[src/rtl/stopctl_pkg.sv]
package stopctl_pkg;

    typedef enum logic [1:0] {
        ST_RUN     = 2'd0,
        ST_SHALLOW = 2'd1,
        ST_DEEP    = 2'd2,
        ST_RESTORE = 2'd3
    } pstate_e;

    typedef enum logic [1:0] {
        CAUSE_RESET    = 2'd0,
        CAUSE_IRQ      = 2'd1,
        CAUSE_DEEPWAKE = 2'd2,
        CAUSE_NONE     = 2'd3
    } cause_e;

    typedef struct packed {
        logic deep;
        logic keep_vreg;
        logic keep_dbg;
    } stop_mode_t;

    // Priority decode: debug first, then low-voltage detect, then depth select.
    function automatic stop_mode_t pick_mode(input logic dbg, input logic lvd_en,
                                             input logic lvd_stop, input logic deep_sel);
        stop_mode_t m;
        m = '0;
        if (dbg) begin
            m.keep_dbg  = 1'b1;
            m.keep_vreg = 1'b1;
        end else if (lvd_en && lvd_stop) begin
            m.keep_vreg = 1'b1;
        end else begin
            m.deep = deep_sel;
        end
        return m;
    endfunction

endpackage

[src/rtl/stopctl_decode.sv]
module stopctl_decode
    import stopctl_pkg::*;
(
    input  logic       stop_en,
    input  logic       dbg_en,
    input  logic       lvd_en,
    input  logic       lvd_stop,
    input  logic       deep_sel,
    output logic       illegal,
    output stop_mode_t mode
);

    always_comb begin
        illegal = !stop_en;
        mode    = pick_mode(dbg_en, lvd_en, lvd_stop, deep_sel);
    end

    // low-voltage detect in stop never yields deep stop
    always_comb begin
        if (lvd_en && lvd_stop)
            a_r3_no_deep_with_lvd: assert (!mode.deep);
    end

    // debug enabled never yields deep stop
    always_comb begin
        if (dbg_en)
            a_r2_no_deep_with_dbg: assert (!mode.deep && mode.keep_dbg);
    end

endmodule

[src/rtl/stopctl_wake.sv]
module stopctl_wake
    import stopctl_pkg::*;
#(
    parameter int NUM_WAKE = 8,
    localparam int SRC_W   = (NUM_WAKE > 1) ? $clog2(NUM_WAKE) : 1
) (
    input  logic                in_shallow,
    input  logic                in_deep,
    input  logic                pin_rst,
    input  logic [NUM_WAKE-1:0] irq,
    input  logic [NUM_WAKE-1:0] mask,
    input  logic                deep_wake,
    output logic                hit,
    output cause_e              cause,
    output logic [SRC_W-1:0]    src
);

    logic [NUM_WAKE-1:0] live;
    logic [SRC_W-1:0]    low_idx;

    assign live = irq & mask;

    // Lowest set index wins: scan from the top so the last write is the lowest.
    always_comb begin
        low_idx = '0;
        for (int i = NUM_WAKE - 1; i >= 0; i--) begin
            if (live[i]) low_idx = SRC_W'(i);
        end
    end

    always_comb begin
        hit   = 1'b0;
        cause = CAUSE_NONE;
        src   = '0;
        if (in_shallow || in_deep) begin
            if (pin_rst) begin
                hit   = 1'b1;
                cause = CAUSE_RESET;
            end else if (in_shallow && (|live)) begin
                hit   = 1'b1;
                cause = CAUSE_IRQ;
                src   = low_idx;
            end else if (in_deep && deep_wake) begin
                hit   = 1'b1;
                cause = CAUSE_DEEPWAKE;
            end
        end
    end

    // interrupt lines never report a wake out of deep stop
    always_comb begin
        if (in_deep && hit)
            a_r8_deep_no_irq_cause: assert (cause != CAUSE_IRQ);
    end

    // the reset pin always wins while stopped
    always_comb begin
        if ((in_shallow || in_deep) && pin_rst)
            a_r7_reset_first: assert (hit && cause == CAUSE_RESET);
    end

endmodule

[src/rtl/stop_mode_ctrl.sv]
module stop_mode_ctrl
    import stopctl_pkg::*;
#(
    parameter int NUM_WAKE = 8,
    localparam int SRC_W   = (NUM_WAKE > 1) ? $clog2(NUM_WAKE) : 1
) (
    input  logic                clk,
    input  logic                rst,
    input  logic                stop_req,
    input  logic                cfg_stop_en,
    input  logic                cfg_dbg_en,
    input  logic                cfg_lvd_en,
    input  logic                cfg_lvd_stop,
    input  logic                cfg_deep_sel,
    input  logic [NUM_WAKE-1:0] wake_irq,
    input  logic [NUM_WAKE-1:0] wake_mask,
    input  logic                deep_wake,
    input  logic                pin_rst,
    output logic                bus_clk_en,
    output logic                cpu_clk_en,
    output logic                dbg_clk_en,
    output logic                vreg_active,
    output logic                illegal_rst,
    output logic [1:0]          stop_state,
    output logic                exit_strobe,
    output logic [1:0]          exit_cause,
    output logic [SRC_W-1:0]    exit_src,
    output logic                deep_exit_flag
);

    pstate_e          state_q;
    stop_mode_t       mode_q;
    stop_mode_t       dec_mode;
    logic             dec_illegal;
    logic             wk_hit;
    cause_e           wk_cause;
    logic [SRC_W-1:0] wk_src;
    cause_e           cause_q;
    cause_e           pend_cause_q;
    logic [SRC_W-1:0] pend_src_q;
    logic             pend_deep_q;
    logic             stopped;

    stopctl_decode u_decode (
        .stop_en  (cfg_stop_en),
        .dbg_en   (cfg_dbg_en),
        .lvd_en   (cfg_lvd_en),
        .lvd_stop (cfg_lvd_stop),
        .deep_sel (cfg_deep_sel),
        .illegal  (dec_illegal),
        .mode     (dec_mode)
    );

    stopctl_wake #(.NUM_WAKE(NUM_WAKE)) u_wake (
        .in_shallow (state_q == ST_SHALLOW),
        .in_deep    (state_q == ST_DEEP),
        .pin_rst    (pin_rst),
        .irq        (wake_irq),
        .mask       (wake_mask),
        .deep_wake  (deep_wake),
        .hit        (wk_hit),
        .cause      (wk_cause),
        .src        (wk_src)
    );

    always_ff @(posedge clk) begin
        if (rst) begin
            state_q        <= ST_RUN;
            mode_q         <= '0;
            illegal_rst    <= 1'b0;
            exit_strobe    <= 1'b0;
            cause_q        <= CAUSE_NONE;
            exit_src       <= '0;
            deep_exit_flag <= 1'b0;
            pend_cause_q   <= CAUSE_NONE;
            pend_src_q     <= '0;
            pend_deep_q    <= 1'b0;
        end else begin
            illegal_rst <= 1'b0;
            exit_strobe <= 1'b0;
            unique case (state_q)
                ST_RUN: begin
                    if (stop_req) begin
                        if (dec_illegal) begin
                            illegal_rst <= 1'b1;
                        end else begin
                            mode_q  <= dec_mode;
                            state_q <= dec_mode.deep ? ST_DEEP : ST_SHALLOW;
                        end
                    end
                end
                ST_SHALLOW, ST_DEEP: begin
                    if (wk_hit) begin
                        pend_cause_q <= wk_cause;
                        pend_src_q   <= wk_src;
                        pend_deep_q  <= (state_q == ST_DEEP);
                        state_q      <= ST_RESTORE;
                    end
                end
                ST_RESTORE: begin
                    state_q        <= ST_RUN;
                    exit_strobe    <= 1'b1;
                    cause_q        <= pend_cause_q;
                    exit_src       <= pend_src_q;
                    deep_exit_flag <= pend_deep_q;
                end
                default: state_q <= ST_RUN;
            endcase
        end
    end

    assign stopped     = (state_q == ST_SHALLOW) || (state_q == ST_DEEP);
    assign bus_clk_en  = !stopped;
    assign cpu_clk_en  = !stopped;
    assign dbg_clk_en  = !stopped || (state_q == ST_SHALLOW && mode_q.keep_dbg);
    assign vreg_active = !stopped || (state_q == ST_SHALLOW && mode_q.keep_vreg);
    assign stop_state  = state_q;
    assign exit_cause  = cause_q;

    // illegal-opcode request is a single-cycle pulse and leaves run untouched
    a_r1_illegal_pulse: assert property (@(posedge clk) disable iff (rst)
        illegal_rst |=> !illegal_rst);
    a_r1_illegal_in_run: assert property (@(posedge clk) disable iff (rst)
        illegal_rst |-> (state_q == ST_RUN && bus_clk_en));

    // no bus or CPU clock while stopped
    a_r5_clocks_gated: assert property (@(posedge clk) disable iff (rst)
        (state_q == ST_SHALLOW || state_q == ST_DEEP) |-> (!bus_clk_en && !cpu_clk_en));

    // the exit strobe always follows a restore cycle
    a_r9_restore_first: assert property (@(posedge clk) disable iff (rst)
        exit_strobe |-> ($past(state_q) == ST_RESTORE && state_q == ST_RUN));
    a_r9_strobe_single: assert property (@(posedge clk) disable iff (rst)
        exit_strobe |=> !exit_strobe);

    // deep stop holds without reset pin or dedicated wake
    a_r8_deep_holds: assert property (@(posedge clk) disable iff (rst)
        (state_q == ST_DEEP && !pin_rst && !deep_wake) |=> state_q == ST_DEEP);

    // captured mode is frozen while stopped
    a_r10_mode_frozen: assert property (@(posedge clk) disable iff (rst)
        (state_q != ST_RUN) |=> $stable(mode_q));

    // a stop strobe never moves the block straight from one stop to another
    a_r11_no_restop: assert property (@(posedge clk) disable iff (rst)
        (state_q == ST_RESTORE) |=> state_q == ST_RUN);

endmodule

[config.mk]
export PLATFORM = sky130hd
export DESIGN_NAME = stop_mode_ctrl
export DESIGN_NICKNAME = d
export VERILOG_FILES = /design/src/rtl/stopctl_pkg.sv /design/src/rtl/stopctl_decode.sv /design/src/rtl/stopctl_wake.sv /design/src/rtl/stop_mode_ctrl.sv
export SDC_FILE = /design/constraint.sdc
export NUM_CORES = 1
export LEC_CHECK = 0
export ABC_AREA = 0
export BUFFER_PORTS_ARGS = -buffer_cell sky130_fd_sc_hd__buf_4
export CORE_MARGIN = 3
export CORE_UTILIZATION = 42
export DETAILED_ROUTE_END_ITERATION = 10
export HOLD_SLACK_MARGIN = 0.03
export PLACE_DENSITY_LB_ADDON = 0.3
export SYNTH_ARGS = -nofsm -noshare
export SYNTH_HDL_FRONTEND = slang
export SYNTH_HIERARCHICAL = 1
export SYNTH_SLANG_ARGS = --single-unit
[constraint.sdc]
create_clock -name clk -period 2.09 [get_ports clk]
set_clock_uncertainty 0.15 [all_clocks]
set_input_delay 0.1045 -clock clk [delete_from_list [all_inputs] [get_ports clk]]
set_output_delay 0.1045 -clock clk [all_outputs]
set_load 0.1 [all_outputs]
==> impl_metrics.yaml, run 1 <==
yosys:
  synth_area_per_cell_um2: 9.153
  synth.cells.most_frequent: "18 x dfxtp_1, 11 x nand2_1, 9 x nor2_1"
  synth_cells: 111
  synthTopCellsByArea: "dfxtp_1 35%, mux2i_1 7.9%, ha_1 6.2%, a211o_1 4.3%, nand2_1 4.1%"
  synthAdderAreaFrac_pct: 6.158
  synth-xor-area-share_pct: 0
  syn_area_mm2: 0.001016
  yosysMostFrequentCell: "dfxtp_1"
  synth_compound_area_share_pct: 20.81
  yosys.area_share.simple_pct: 21.43
  seq_area_frac_synth_pct: 35.47
  synth_top_family_by_area: "simple AND/OR/NAND/NOR gates"
  synthFlopType: "dfxtp_1"
  synth_cell_types: 37
  synth_seq_cells: 18
  synth_area_leader_cell: "dfxtp_1"
  synth_edf_count: 0
  muxShareOfSynthArea_pct: 9.360
  synth_top_area_share_pct: 35.47
  syn-num-nets: 142
  async_flop_share_pct: 0
  ys_warn_count: 6
routing:
  viasPerCell: 5.016
  num_vias: 923
  dr.pass1.iters: 4
  routed_wl_um: 2221
  antenna_left: 0
  wl_per_cell_um: 12.07
  drtIter0Drc: 7
  drc_errors: 0
die:
  die_area_mm2: 0.003045
  row_count: 17
  die_w_um: 55.19
  initial_core_util_pct: 45.06
  core_mm2: 0.002255
  die_h_um: 55.19
  ios: 40
timing:
  setup-violations-final: 0
  relSlewSlack_pct: 73.94
  worst_pin_slew_ns: 0.3899
  fin_crit_sh_pct: 93.85
  slew_violations: 0
  hold_viol: 0
  fin_crit_ns: 1.961
  fmax_mhz: 509.8
  rsz0062_at_grt: "no"
  setup_tns_ns: 0
setup_path:
  worstPathArrival_ns: 2.00
  crit_path_max_fanout: 8
  endpoint: "pend_cause_q[0]"
  cp_cell_sequence: "dlygate4sd3_1 -> buf_4 -> a22o_2 -> o31a_1 -> a21o_2 -> and3_2 -> a211o_1"
  path_buf_inv: 2
  cp.required_ns: 2.12
  crit_family: "compound AO/OA/AOI/OAI gates"
  worstSetupPathType: "primary input to flop"
  r2r_setup_slack_ns: 0.16
  path_depth: 7
  start_kind: "primary input"
  reg2reg_depth: 6
  reg2reg_to: "mode_q[0]"
  endpoint_kind: "flop"
  slowest_delay_ns: 0.53
  crit_start: "wake_irq[0]"
  timing.rr.start: "stop_state[0]"
  crit_slowest_cell: "dlygate4sd3_1"
power_and_ir_drop:
  p_per_area_mw_per_mm2: 1276
  combPwrFrac_pct: 65.6
  leakage_nw: 0.6389
  p_sw_share_pct: 54.03
  seqPwrFrac_pct: 22.8
  p_switching_mw: 0.9871
  max-vdd-ir-drop_mv: 1.396
  internal_power_mw: 0.8397
  clockPowerShare_pct: 11.6
cts:
  cts.sinks: 18
  cts_max_path_buffers: 2
  clkTransAtPathRegs_ns: 0.11
  worstSkewPairLatency_ns: 0.29
  root_buffer: "clkbuf_4"
  cts_setup_buffers: 0
  cts_tree: "built"
  cts.htree.levels: 1
  cts_buffers: 3
final_layout:
  area_delta_synth_final_pct: 40.89
  final_cells: 184
  nNetsFinal: 188
  diodes: 0
  fill_cells: 205
  drive_gt1_share_pct: 40.38
global_route:
  grt_pass1_wl_um: 3608
  overflow: 0
  antenna_found_initial: 0
  grt_max_degree: 21
  gr-usage-all-layers_pct: 16.47
  grt_pass1_vias: 860
hold_path:
  min-delay-path-class: "primary input to flop"
  hold_depth: 4
place:
  placed_cells: 173
  hpwl_um: 1749
  gp_congestion: 0.7818
  port_buffers: 39
job:
  max-cap-violations: 0
outcome:
  status: "completed"
[cells in the final DEF (no fill, tap or decap), types with 2 or more instances in the layout]
| master | count |
|---|---|
| inv_1 | 4 |
| nor2_1 | 9 |
| dfxtp_4 | 2 |
| mux2i_1 | 8 |
| dlygate4sd3_1 | 7 |
| a22oi_2 | 2 |
| nor2b_1 | 3 |
| nand2_2 | 2 |
| nand2_1 | 11 |
| nand3_1 | 4 |
| a31oi_1 | 2 |
| a211o_1 | 5 |
| a32o_1 | 2 |
| ha_1 | 4 |
| nand2b_1 | 3 |
| o21ai_2 | 2 |
| buf_4 | 40 |
| and3_2 | 2 |
| a21oi_1 | 4 |
| a21o_1 | 2 |
| dfxtp_1 | 16 |
| clkbuf_4 | 3 |
[final cells by class]
type / instances / area, um2 / area share, %
Multi-Input combinational cell: 82 / 598.1 / 41.78
Timing Repair Buffer: 47 / 370.4 / 25.87
Sequential cell: 18 / 367.9 / 25.70
Clock buffer: 4 / 36.28 / 2.535
Tap cell: 28 / 35.03 / 2.448
Inverter: 5 / 23.77 / 1.661
[logic make-up after synthesis]
kind of cell	after synthesis
and+or+nand+nor	42
adders and majority gates	5
AOI/OAI and AO/OA	26
DFF	18
muxes	9
buffers and inverters	11
[worst register-to-register path: stages, from the launching register on]
cell and delay (ns):
dfxtp_4 0.39, inv_1 0.07, ha_1 0.24, nand3b_1 0.16, mux2i_1 0.21, nor2_1 0.05
dlygate4sd3_1 0.55
[power groups by stage]
stage	combinational (mW)	clock (mW)	sequential, mW
3_3_place_gp	1.16	0	0.421
3_5_place_dp	1.18	0	0.426
5_1_grt	1.26	0.237	0.423
2_1_floorplan	0.858	0	0.557
6_report	1.20	0.212	0.416
4_1_cts	1.19	0.216	0.417
[sequential cells by signal, indices dropped and copies added (netlist names)]
register and count:
illegal_rst 1, exit_strobe 1, deep_exit_flag 1, pend_deep_q 1
stop_state 2, pend_src_q 3, pend_cause_q 2, exit_src 3
exit_cause 2, mode_q 2
[what timing repair did]
item                                   in CTS  in global routing
endpoints found under the hold margin      16                  0
hold buffers                                7                  0
resized for setup                           0                  1
setup endpoints to repair                   0                  1
[routing by layer]
layer	track usage [%]	part of all wire, %	up-vias
li1	-	-	482
met1	20.49	46	402
met2	26.77	46	34
met3	4.558	6.5	5
met4	6.478	1.9	0
met5	0	0	-
[worst min path at each step]
stage	startpoint	end	slack [ns]
3_5_place_dp	cfg_dbg_en	mode_q[0]	0.22
3_3_place_gp	cfg_dbg_en	mode_q[0]	0.20
5_1_grt	cfg_lvd_stop	mode_q[1]	0.08
6_report	cfg_lvd_stop	mode_q[1]	0.07
2_1_floorplan	rst	stop_state[0]	0.12
4_1_cts	cfg_lvd_stop	mode_q[1]	0.07
[per-stage QoR]
step	total power, mW	utilization [%]	worst slack (ns)	hold WS, ns	cell area (um2)
6_report	1.827	63.49	0.1285	0.07094	1431
5_1_grt	1.918	63.49	0.05045	0.08145	1431
4_1_cts	1.827	63.43	0.1182	0.07354	1430
3_5_place_dp	1.601	58.71	0.1508	0.2199	1324
3_3_place_gp	1.584	58.71	0.1962	0.2030	1324
2_1_floorplan	1.416	-	0.001672	0.1226	1036
Note: power is estimated with default switching activity, not from simulation.
==> inputs of run 2 (changes only) <==
Settings changed: RECOVER_POWER from default to 50.
==> impl_metrics.yaml, run 2 (same netlist as run 1, synthesis figures left out) <==
power_and_ir_drop:
  max-vdd-ir-drop_mv: 1.395
  p_per_area_mw_per_mm2: 1297
  leakage_nw: 0.6128
place:
  port_buffers: 39
  placed_cells: 173
  hpwl_um: 1749
  gp_congestion: 0.7818
die:
  row_count: 17
  die_h_um: 55.19
  die_area_mm2: 0.003045
  die_w_um: 55.19
  initial_core_util_pct: 45.06
  core_mm2: 0.002255
  ios: 40
timing:
  fin_crit_ns: 1.955
  relSlewSlack_pct: 22.29
  slew_violations: 0
  worst_pin_slew_ns: 1.171
  rsz0062_at_grt: "no"
  setup-violations-final: 0
  fmax_mhz: 511.4
  setup_tns_ns: 0
  fin_crit_sh_pct: 93.56
  hold_viol: 0
setup_path:
  slowest_delay_ns: 0.53
  cp.required_ns: 2.13
  r2r_setup_slack_ns: 0.16
  crit_slowest_cell: "dlygate4sd3_1"
  crit_path_max_fanout: 8
  start_kind: "primary input"
  timing.rr.start: "stop_state[0]"
  endpoint_kind: "flop"
  worstSetupPathType: "primary input to flop"
  cp_cell_sequence: "dlygate4sd3_1 -> buf_4 -> a22o_2 -> o31a_1 -> a21o_2 -> and3_2 -> a211o_1"
  reg2reg_depth: 6
  worstPathArrival_ns: 1.99
  reg2reg_to: "mode_q[0]"
global_route:
  overflow: 0
  antenna_found_initial: 0
  grt_pass1_vias: 860
  gr-usage-all-layers_pct: 16.47
  grt_pass1_wl_um: 3608
  grt_max_degree: 21
cts:
  cts_buffers: 3
  cts.htree.levels: 1
  cts.sinks: 18
  worstSkewPairLatency_ns: 0.29
  cts_tree: "built"
  clkTransAtPathRegs_ns: 0.11
  root_buffer: "clkbuf_4"
  cts_max_path_buffers: 2
hold_path:
  holdCritStartpoint: "cfg_lvd_stop"
  min_to: "mode_q[1]"
  hold_depth: 4
  min-delay-path-class: "primary input to flop"
final_layout:
  final_common_cell: "buf_4"
  largestRegisters: "exit_src x3, pend_src_q x3"
  drive_gt1_share_pct: 36.54
  diodes: 0
  nNetsFinal: 188
  final_cells: 184
  area_delta_synth_final_pct: 37.68
  layout_common_cells: "30 x buf_4, 16 x dfxtp_1, 11 x nand2_1, 9 x nor2_1, 8 x mux2i_1"
routing:
  num_vias: 928
  antenna_left: 0
  dr.pass1.iters: 4
  drc_errors: 0
  routed_wl_um: 2227
  drtIter0Drc: 7
  wl_per_cell_um: 12.10
  viasPerCell: 5.043
job:
  max-cap-violations: 0
outcome:
  status: "completed"
## run 2: cell count changes in the layout (fill, tap and decap cells not counted), sizes merged
cell	previous run	this run
buf	40	30
clkbuf	4	14
## run 2: layout make-up
| type | instances | area [um2] |
|---|---|---|
| Fill cell | 210 | 855.8 |
| Multi-Input combinational cell | 82 | 598.1 |
| Sequential cell | 18 | 367.9 |
| Timing Repair Buffer | 47 | 337.8 |
| Clock buffer | 4 | 36.28 |
| Tap cell | 28 | 35.03 |
| Inverter | 5 | 23.77 |
## run 2: critical path: cells and delay by family
family	cells	cell delay, ns
AOI/OAI and AO/OA	4	0.99
buffers and inverters	2	0.66
and+or+nand+nor	1	0.22
## run 2: how the worst max path moves through the flow
stage | slack [ns] | startpoint | end
finish | 0.13 | wake_irq[0] | pend_cause_q[0]
global route | 0.05 | stop_state[0] | mode_q[0]
CTS | 0.12 | stop_state[1] | stop_state[1]
detailed placement | 0.15 | stop_state[1] | stop_state[1]
global placement | 0.20 | stop_state[1] | stop_state[1]
floorplan | 0.002 | stop_state[0] | pend_cause_q[0]
## run 2: timing repair
action                                  in CTS  in global routing
hold buffers                                 7                  0
resized for setup                            0                  1
buffers inserted                             0                  0
endpoints found under the setup margin       0                  1
hold endpoints to repair                    16                  0
## run 2: power breakdown
part	switching (mW)	leakage (nW)	internal [mW]
Sequential	0.0290	0.147	0.387
Combinational	0.852	0.444	0.334
Clock	0.107	0.0210	0.106
Total	0.988	0.613	0.827
## run 2: through the flow
step / worst slack (ns) / total power, mW / utilization (%) / hold slack [ns] / cell area, um2
floorplan: 0.001672 / 1.416 / - / 0.1226 / 1036
global placement: 0.1962 / 1.584 / 58.71 / 0.2030 / 1324
detailed placement: 0.1508 / 1.601 / 58.71 / 0.2199 / 1324
CTS: 0.1182 / 1.827 / 63.43 / 0.07354 / 1430
global route: 0.05081 / 1.905 / 62.04 / 0.08145 / 1399
finish: 0.1346 / 1.815 / 62.04 / 0.07214 / 1399
## run 2: metal layers
metal,vias up,share of wire (%),GRT usage (%)
li1,483,-,-
met2,38,46,26.77
met4,0,1.7,6.478
met1,402,45,20.49
met3,5,7.4,4.558
met5,-,0,0
